<file path="src/rtl/prbs_tally_pkg.sv">
package prbs_tally_pkg;

  typedef struct packed {
    logic snap;
    logic clr;
    logic en;
  } ctrl_t;

  localparam int IDX_PASS = 0;
  localparam int IDX_ERR  = 1;
  localparam int N_CNT    = 2;

  function automatic int bytes_for(input int bits);
    return (bits + 7) / 8;
  endfunction

endpackage

</file>
<file path="src/rtl/tally_sat_cnt.sv">
module tally_sat_cnt #(
  parameter int W = 50
) (
  input  logic         clk,
  input  logic         rst_n,
  input  logic         clr,
  input  logic         inc,
  output logic [W-1:0] q
);

  localparam logic [W-1:0] MAX = '1;

  logic [W-1:0] q_nxt;
  logic         q_en;

  always_comb begin
    q_en  = clr | inc;
    q_nxt = q;
    if (clr)
      q_nxt = '0;
    else if (inc && (q != MAX))
      q_nxt = q + W'(1);
  end

  always_ff @(posedge clk or negedge rst_n) begin
    if (!rst_n)
      q <= '0;
    else if (q_en)
      q <= q_nxt;
  end

  a_r8_no_wrap: assert property (@(posedge clk) disable iff (!rst_n)
    (q == MAX && inc && !clr) |=> (q == MAX));

  a_r3_step: assert property (@(posedge clk) disable iff (!rst_n)
    (inc && !clr && q != MAX) |=> (q == $past(q) + W'(1)));

  a_r5_clear_wins: assert property (@(posedge clk) disable iff (!rst_n)
    clr |=> (q == '0));

  a_r3_idle_hold: assert property (@(posedge clk) disable iff (!rst_n)
    (!inc && !clr) |=> $stable(q));

endmodule

</file>
<file path="src/rtl/tally_regs.sv">
module tally_regs
  import prbs_tally_pkg::*;
#(
  parameter int               CNT_W     = 50,
  parameter int               ADDR_W    = 10,
  parameter logic [ADDR_W-1:0] CTRL_ADDR = 10'h300
) (
  input  logic              clk,
  input  logic              rst_n,
  input  logic [ADDR_W-1:0] reg_addr,
  input  logic              reg_wr,
  input  logic              reg_rd,
  input  logic [7:0]        reg_wdata,
  output logic [7:0]        reg_rdata,
  input  logic              done,
  input  logic [CNT_W-1:0]  live_pass,
  input  logic [CNT_W-1:0]  live_err,
  output ctrl_t             ctrl
);

  localparam int                NBYTES    = bytes_for(CNT_W);
  localparam logic [ADDR_W-1:0] ERR_BASE  = CTRL_ADDR + ADDR_W'(1);
  localparam logic [ADDR_W-1:0] PASS_BASE = CTRL_ADDR + ADDR_W'(13);

  ctrl_t             ctrl_nxt;
  logic [CNT_W-1:0]  shd_pass, shd_err;
  logic [NBYTES*8-1:0] pad_pass, pad_err;
  logic [7:0]        rd_nxt;
  logic              wr_ctrl;
  logic              unused_wbits;

  assign unused_wbits = ^reg_wdata[7:3];
  assign wr_ctrl      = reg_wr && (reg_addr == CTRL_ADDR);

  always_comb begin
    ctrl_nxt = ctrl;
    if (wr_ctrl)
      ctrl_nxt = ctrl_t'(reg_wdata[2:0]);
  end

  always_ff @(posedge clk or negedge rst_n) begin
    if (!rst_n)
      ctrl <= '0;
    else if (wr_ctrl)
      ctrl <= ctrl_nxt;
  end

  // Both shadows share one enable so the pair is captured in the same cycle.
  always_ff @(posedge clk or negedge rst_n) begin
    if (!rst_n) begin
      shd_pass <= '0;
      shd_err  <= '0;
    end else if (ctrl.snap) begin
      shd_pass <= live_pass;
      shd_err  <= live_err;
    end
  end

  always_comb begin
    pad_pass = '0;
    pad_err  = '0;
    pad_pass[CNT_W-1:0] = shd_pass;
    pad_err[CNT_W-1:0]  = shd_err;
    rd_nxt = '0;
    if (reg_rd) begin
      if (reg_addr == CTRL_ADDR)
        rd_nxt = {4'b0, done, ctrl};
      for (int b = 0; b < NBYTES; b++) begin
        if (reg_addr == ERR_BASE + ADDR_W'(b))
          rd_nxt = pad_err[b*8 +: 8];
        if (reg_addr == PASS_BASE + ADDR_W'(b))
          rd_nxt = pad_pass[b*8 +: 8];
      end
    end
  end

  always_ff @(posedge clk or negedge rst_n) begin
    if (!rst_n)
      reg_rdata <= '0;
    else
      reg_rdata <= rd_nxt;
  end

  a_r2_ctrl_hold: assert property (@(posedge clk) disable iff (!rst_n)
    !wr_ctrl |=> $stable(ctrl));

  a_r6_snap_pair: assert property (@(posedge clk) disable iff (!rst_n)
    ctrl.snap |=> (shd_pass == $past(live_pass) && shd_err == $past(live_err)));

  a_r6_freeze: assert property (@(posedge clk) disable iff (!rst_n)
    !ctrl.snap |=> ($stable(shd_pass) && $stable(shd_err)));

  a_r10_idle_zero: assert property (@(posedge clk) disable iff (!rst_n)
    !reg_rd |=> (reg_rdata == 8'h00));

endmodule

</file>
<file path="src/rtl/prbs_word_tally.sv">
module prbs_word_tally
  import prbs_tally_pkg::*;
#(
  parameter int               CNT_W     = 50,
  parameter int               ADDR_W    = 10,
  parameter logic [ADDR_W-1:0] CTRL_ADDR = 10'h300
) (
  input  logic              clk,
  input  logic              rst_n,
  input  logic              word_vld,
  input  logic              word_err,
  input  logic              chk_locked,
  input  logic [ADDR_W-1:0] reg_addr,
  input  logic              reg_wr,
  input  logic              reg_rd,
  input  logic [7:0]        reg_wdata,
  output logic [7:0]        reg_rdata
);

  logic             rst_meta, rst_sync_n;
  ctrl_t            ctrl;
  logic [N_CNT-1:0] inc_vec;
  logic [CNT_W-1:0] cnt_q [N_CNT];

  always_ff @(posedge clk or negedge rst_n) begin
    if (!rst_n) begin
      rst_meta   <= 1'b0;
      rst_sync_n <= 1'b0;
    end else begin
      rst_meta   <= 1'b1;
      rst_sync_n <= rst_meta;
    end
  end

  always_comb begin
    inc_vec[IDX_PASS] = ctrl.en & word_vld;
    inc_vec[IDX_ERR]  = ctrl.en & word_vld & word_err;
  end

  for (genvar g = 0; g < N_CNT; g++) begin : g_cnt
    tally_sat_cnt #(.W(CNT_W)) i_cnt (
      .clk   (clk),
      .rst_n (rst_sync_n),
      .clr   (ctrl.clr),
      .inc   (inc_vec[g]),
      .q     (cnt_q[g])
    );
  end

  tally_regs #(.CNT_W(CNT_W), .ADDR_W(ADDR_W), .CTRL_ADDR(CTRL_ADDR)) i_regs (
    .clk       (clk),
    .rst_n     (rst_sync_n),
    .reg_addr  (reg_addr),
    .reg_wr    (reg_wr),
    .reg_rd    (reg_rd),
    .reg_wdata (reg_wdata),
    .reg_rdata (reg_rdata),
    .done      (chk_locked),
    .live_pass (cnt_q[IDX_PASS]),
    .live_err  (cnt_q[IDX_ERR]),
    .ctrl      (ctrl)
  );

  a_r4_err_le_pass: assert property (@(posedge clk) disable iff (!rst_sync_n)
    cnt_q[IDX_ERR] <= cnt_q[IDX_PASS]);

  a_r4_no_err_without_vld: assert property (@(posedge clk) disable iff (!rst_sync_n)
    (!word_vld && !ctrl.clr) |=> $stable(cnt_q[IDX_ERR]));

endmodule

</file>
<file path="config.mk">
export PLATFORM = sky130hd
export DESIGN_NAME = prbs_word_tally
export DESIGN_NICKNAME = d
export VERILOG_FILES = /design/src/rtl/prbs_tally_pkg.sv /design/src/rtl/tally_sat_cnt.sv /design/src/rtl/tally_regs.sv /design/src/rtl/prbs_word_tally.sv
export SDC_FILE = /design/constraint.sdc
export NUM_CORES = 1
export LEC_CHECK = 0
export BUFFER_PORTS_ARGS = -buffer_cell sky130_fd_sc_hd__buf_2
export CAP_MARGIN = 20
export CORE_ASPECT_RATIO = 1.4
export CORE_MARGIN = 10
export CORE_UTILIZATION = 60
export CTS_BUF_LIST = sky130_fd_sc_hd__clkbuf_2 sky130_fd_sc_hd__clkbuf_4 sky130_fd_sc_hd__clkbuf_8
export DETAILED_ROUTE_END_ITERATION = 16
export GPL_TIMING_DRIVEN = 0
export PLACE_DENSITY = 0.87
export SYNTH_ARGS = -nofsm -noshare
export SYNTH_HDL_FRONTEND = slang
export SYNTH_SLANG_ARGS = --single-unit
</file>
<file path="constraint.sdc">
create_clock -name clk -period 9.2 [get_ports clk]
set_input_delay 0.46 -clock clk [delete_from_list [all_inputs] [get_ports clk]]
set_output_delay 0.46 -clock clk [all_outputs]
set_load 0.03 [all_outputs]
</file>
# ---- Word level (Yosys, flattened, before mapping)
# Cells that the tools add are included.
dict set report totals {
  reg_bits 213
  output_inout_bits 8
  in_bits 25
  elab_cells 60
}
dict set report classes {
  eq_ne 17
  mux 20
  bitwise 4
  add_sub_neg 2
  n_reduce_logical 7
}
# op n
set ops {}
lappend ops {{50-bit two-way mux} 4}
lappend ops {{10-bit == test, second input constant} 15}
lappend ops {{8-bit two-way mux} 15}
lappend ops {{50-bit by 1-bit adder with 50-bit output, second input constant} 2}
lappend ops {{50-bit inequality test, second input constant} 2}
lappend ops {{4-bit two-way mux} 1}
lappend ops {{2-bit AND reduction} 2}
lappend ops {{2-bit nonzero test} 2}
lappend ops {{1-bit logical AND} 3}
lappend ops {{1-bit bitwise AND} 2}
lappend ops {{1-bit bitwise OR} 2}

# ---- Longest topological paths before layout
dict set report depth {
  word_depth 17
  depth_mapped 10
}

# ---- By module
# From an unflattened synthesis, not the netlist that was laid out.
dict set report hier_totals {
  cells_unflattened 1060
  area_unflattened_um2 10928.0
}
# mod n_inst area_per_inst_um2 cells_each
set by_module_without_submodules {}
lappend by_module_without_submodules {tally_sat_cnt 2 2839.0 317}
lappend by_module_without_submodules {tally_regs 1 5183.7 421}
lappend by_module_without_submodules {prbs_word_tally 1 66.3 5}

# ---- Least setup slack after synthesis
# OpenSTA, ideal clock, no wires.
dict set report synth_timing {
  path_type {reg2reg}
  startpoint {register g_cnt[1].i_cnt.q[0]}
  endpoint {register g_cnt[1].i_cnt.q[36]}
  arrival_time_ns 2.366
  setup_time_ns 0.127
  setup_slack_ns 6.706
  n_path_buf 2
  required_ns 9.073
  path_stages_with_launch 10
  cell_sequence {dfrtp_1 ha_1 nand2_1 or3_1 buf_2 or4_4 buf_6 o21ai_4 or3_1 mux2_1}
}
dict set report synth_via {
  elab_chain_cells 4
  elab_cells_between_ends 7
  cone_classes {add/sub: 1; eq/ne: 1; mux: 2; reduce/logical: 3}
}
# element line_no
set synth_rtl {}
lappend synth_rtl {{from (decl)} tally_sat_cnt.sv:8} ;# output logic [W-1:0] q
lappend synth_rtl {{from (signal assigned)} tally_sat_cnt.sv:29} ;# q <= q_nxt;
lappend synth_rtl {{branches (longest 4 deep; another with 50-bit by 1-bit adder with 50-bit output)} -}
# Several ways; the timed one is not identified. The select of a mux whose other input is x is not followed.
# A chain may end at the register's enable or synchronous reset.

# ---- Worst setup path in the final report
dict set report layout_timing {
  startpoint {register g_cnt[1].i_cnt.q[0]}
  endpoint {register g_cnt[1].i_cnt.q[45]}
}
# Same word-level chain as after synthesis.

==> qor.csv <==
stage,metric,value,unit
worst_setup_path,Critical Path RT,9.58,ns
finish,nets,1132,
placement,placed cells,1307,
cts,Post-CTS Setup Bufs,0,
placement,GPL Wtd Cong,1.010,
cts,Num CTS Buffers,35,
power_and_ir_drop,Leakage,0.005524,µW
timing,final slew viol count,0,
yosys,synthesis-stage register bit count,213,
floorplan,Die ar.,24040,µm²
run_status,status,finished clean,
routing,Vias per Instance,6.340,
floorplan,DIE HEIGHT,179.5,µm
timing,Fin. Hold Viols,0,
finish,share of layout cells above drive strength 1,0.2071,
yosys,Ys Warns,0,
yosys,Async SR Flop Fraction,1.000,
worst_setup_path,RR Endpoint,g_cnt[1].i_cnt.q[45]$_DFFE_PN0P_,
routing,First-pass DRT Iterations,5,
worst_hold_path,Hold Crit Class,in2reg,
worst_setup_path,Crit Path Category,reg2reg,
worst_setup_path,CP startpoint,g_cnt[1].i_cnt.q[0]$_DFFE_PN0P_,
worst_setup_path,reg2reg start,g_cnt[1].i_cnt.q[0]$_DFFE_PN0P_,
worst_setup_path,CP endpoint kind,flip-flop,
placement,I/O Buffers,26,
yosys,number of synthesized flops with an enable pin,0,
worst_setup_path,CP Max Fanout,10,
power_and_ir_drop,power per standard cell area,155.9,nW/µm²
finish,Final Util,0.6760,
worst_setup_path,crit path launch type,flip-flop,
yosys,"top cells by count, synth","213 x dfrtp_1, 117 x nor2_1, 111 x mux2_2",
cts,post-CTS sizing,0,
worst_setup_path,cells along the critical path,ha_1 > nand2_1 > or3_1 > buf_2 > o41ai_2 > clkbuf_1 > nor4_1 > xnor2_1 > nor2_1,
yosys,netlist area before placement,10910,µm²
power_and_ir_drop,switching power,436.2,µW
yosys,Netlist cell types,68,
routing,via count,8660,
grt,grt met3 use,0.03739,
cts,clk_lat worst skew,0.52,ns
yosys,"Avg Cell Area, Syn",10.50,µm²
grt,first-pass GRT wire length,46.93,mm
floorplan,die width,133.9,µm
timing,Tightest Pin Transition,0.9889,ns
cts,Clock Sinks,213,
finish,design area,12120,µm²
worst_setup_path,Slowest Stage Delay on Critical Path,0.63,ns
worst_setup_path,CP endpoint,g_cnt[1].i_cnt.q[45]$_DFFE_PN0P_,
cts,"Hold-fix buffers, CTS",1,
worst_setup_path,Register-to-Register Setup Slack,6.23,ns
worst_setup_path,Slowest cell on crit path,o41ai_2,
timing,Clock Skews,0.01474,ns
timing,RSZ-0062 raised after global routing,no,
power_and_ir_drop,Internal,1453,µW
yosys,Synth Instances,1039,
grt,largest net degree at the start of global routing,75,
finish,synthesis-to-finish area growth,11.11,%
yosys,fraction of synthesized cell area taken by the top area cell type,0.4888,
worst_setup_path,worst endpoint data arrival time,3.35,ns
finish,area occupied by multi-input gates,5274,µm²
flow_run,Max-Cap Viols,0,
floorplan,core area,17920,µm²
grt,vias in the first global route,8837,
finish,fill cell count,1369,
timing,final worst path period share,0.3227,
worst_setup_path,worst r2r path cells,9,
floorplan,Boundary Pins,33,
grt,met2 usage,0.4185,
placement,Area after DPL,11390,µm²
yosys,most frequent cell after synthesis,dfrtp_1,
grt,GRT Total Usage,0.2424,
yosys,post-synthesis sequential area ratio,0.4888,
yosys,largest cells by area after synthesis,"dfrtp_1 49%, mux2_2 11%, nor2_1 4.0%",
cts,Clock Path Buffers,3,
floorplan,row cnt,58,
timing,Final min period,2.969,ns
finish,Register Area,5334,µm²
timing,maximum clock frequency,336.8,MHz
routing,# DRC,0,
yosys,dominant synthesized flop cell,dfrtp_1,
cts,CTS tree,done,
cts,clock transition at the registers of the reported paths,0.06,ns
grt,initial antenna violation count,1,
cts,clock root buffer,clkbuf_8,
floorplan,initial core utilization,0.6084,
power_and_ir_drop,combinational group share of total power,0.040,
yosys,Synth Net Count,1066,
cts,H-tree Lvls,2,
placement,Post-DP HPWL,21.51,mm
routing,WL final,29.55,mm
power_and_ir_drop,Seq pwr share,0.510,
routing,ANT nets after route,0,
timing,Slew HR,0.3357,
power_and_ir_drop,maximum vdd drop,0.1330,mV
yosys,largest area contributor in the netlist,dfrtp_1,
grt,met1 Use GR,0.2726,
grt,GR Overflow Total,0,
routing,wire length per cell,21.63,µm
routing,DRT iter0 DRCs,848,
power_and_ir_drop,clock share of power,0.451,
grt,gr busiest metal,met2,
power_and_ir_drop,switch share,0.2308,
timing,Final setup viols,0,
finish,final std cells w/o fill,1366,
timing,setup TNS,0,ns
timing,Fin Hold WS,0.1820,ns
-- how the worst min path moves through the flow --
| stage | startpoint | slack (ns) | cells past startpoint | to |
|---|---|---|---|---|
| floorplan | rst_n | 0.16 | 0 | rst_meta$_DFF_PN0_ |
| global route | reg_wdata[2] | 0.17 | 2 | i_regs.ctrl[2]$_DFFE_PN0P_ |
| CTS | reg_wdata[0] | 0.16 | 2 | i_regs.ctrl[0]$_DFFE_PN0P_ |
| finish | reg_wdata[0] | 0.18 | 2 | i_regs.ctrl[0]$_DFFE_PN0P_ |
| global placement | rst_n | 0.24 | 1 | rst_sync_n$_DFF_PN0_ |
| detailed placement | rst_n | 0.25 | 1 | rst_meta$_DFF_PN0_ |
-- critical path: cells and delay by family (launching register included) --
kind	cells	cell delay, ns
and+or+nand+nor	4	0.71
DFF	1	0.43
buffers and inverters	2	0.65
AOI/OAI and AO/OA	1	0.63
adders and majority gates	1	0.24
xor gates and xnor gates	1	0.17
-- flip-flops by register name (all words and copies together) (netlist names) --
register	count
g_cnt.i_cnt.q	100
i_regs.shd_err	50
i_regs.shd_pass	50
i_regs.reg_rdata	8
i_regs.ctrl	3
rst_meta	1
rst_sync_n	1
-- layout make-up --
cell class / instances / area share
Multi-Input combinational cell: 757 / 0.4353
Buffer: 59 / 0.02179
Sequential cell: 213 / 0.4402
Tap cell: 240 / 0.02478
Inverter: 10 / 0.003098
Timing Repair Buffer: 29 / 0.01611
Clock buffer: 57 / 0.05855
Antenna cell: 1 / 0.0002065
-- cell families after synthesis --
group / Yosys count / share of synthesized area
flip-flops: 213 / 0.4888
multiplexers: 117 / 0.1202
AND/OR/NAND/NOR: 401 / 0.1930
adder cells (fa/ha/maj): 2 / 0.002294
AO/OA/AOI/OAI: 159 / 0.1059
XOR/XNOR: 77 / 0.06184
other: 1 / 0.0003439
buffers and inverters: 69 / 0.02765
-- layer usage --
layer  part of all wire  vias to the layer above
met1               0.38                     4265
met4              0.064                        0
met2               0.51                      354
met3              0.049                      111
li1                   -                     3930
met5                  0                        -
-- stage by stage --
step                      setup slack (ns)  total power (µW)
final                                6.231              1889
after global routing                 6.096              1947
after CTS                            6.252              1897
after detailed placement             6.199              1053
after global placement              0.8187              1048
after floorplan                      2.825              1021
-- cells in the final DEF, fill, tap and decap left out, types with 5 or more instances in the layout --
cell and instances:
a21o_1 5, xnor2_1 35, o2111ai_1 9, mux2i_1 5, a21oi_1 36, nor3_1 43
dfrtp_1 212, o22ai_1 7, nor2_1 117, buf_2 33, clkbuf_1 46, a211oi_1 5
o21ai_0 22, nor3b_1 5, a22oi_1 8, xor2_1 42, clkbuf_8 45, o211ai_2 8
mux2_2 111, clkbuf_4 12, or4_1 6, and3_1 26, and2_1 6, nor4_1 16
and4_1 14, o21ai_1 5, inv_1 10, o31ai_1 6, o211ai_1 15, or3_1 19
nand3_1 42, nand4_1 26, nor2b_1 7, nand2_1 50
-- power by group through the flow --
stage / clock network [µW] / registers [µW] / logic [µW]
final: 851 / 963 / 75.1
after detailed placement: 0 / 979 / 73.6
after CTS: 859 / 963 / 74.7
after floorplan: 0 / 983 / 38.1
after global placement: 0 / 990 / 57.4
after global routing: 901 / 964 / 82.2
No activity file was read; power rests on OpenSTA's default activity.
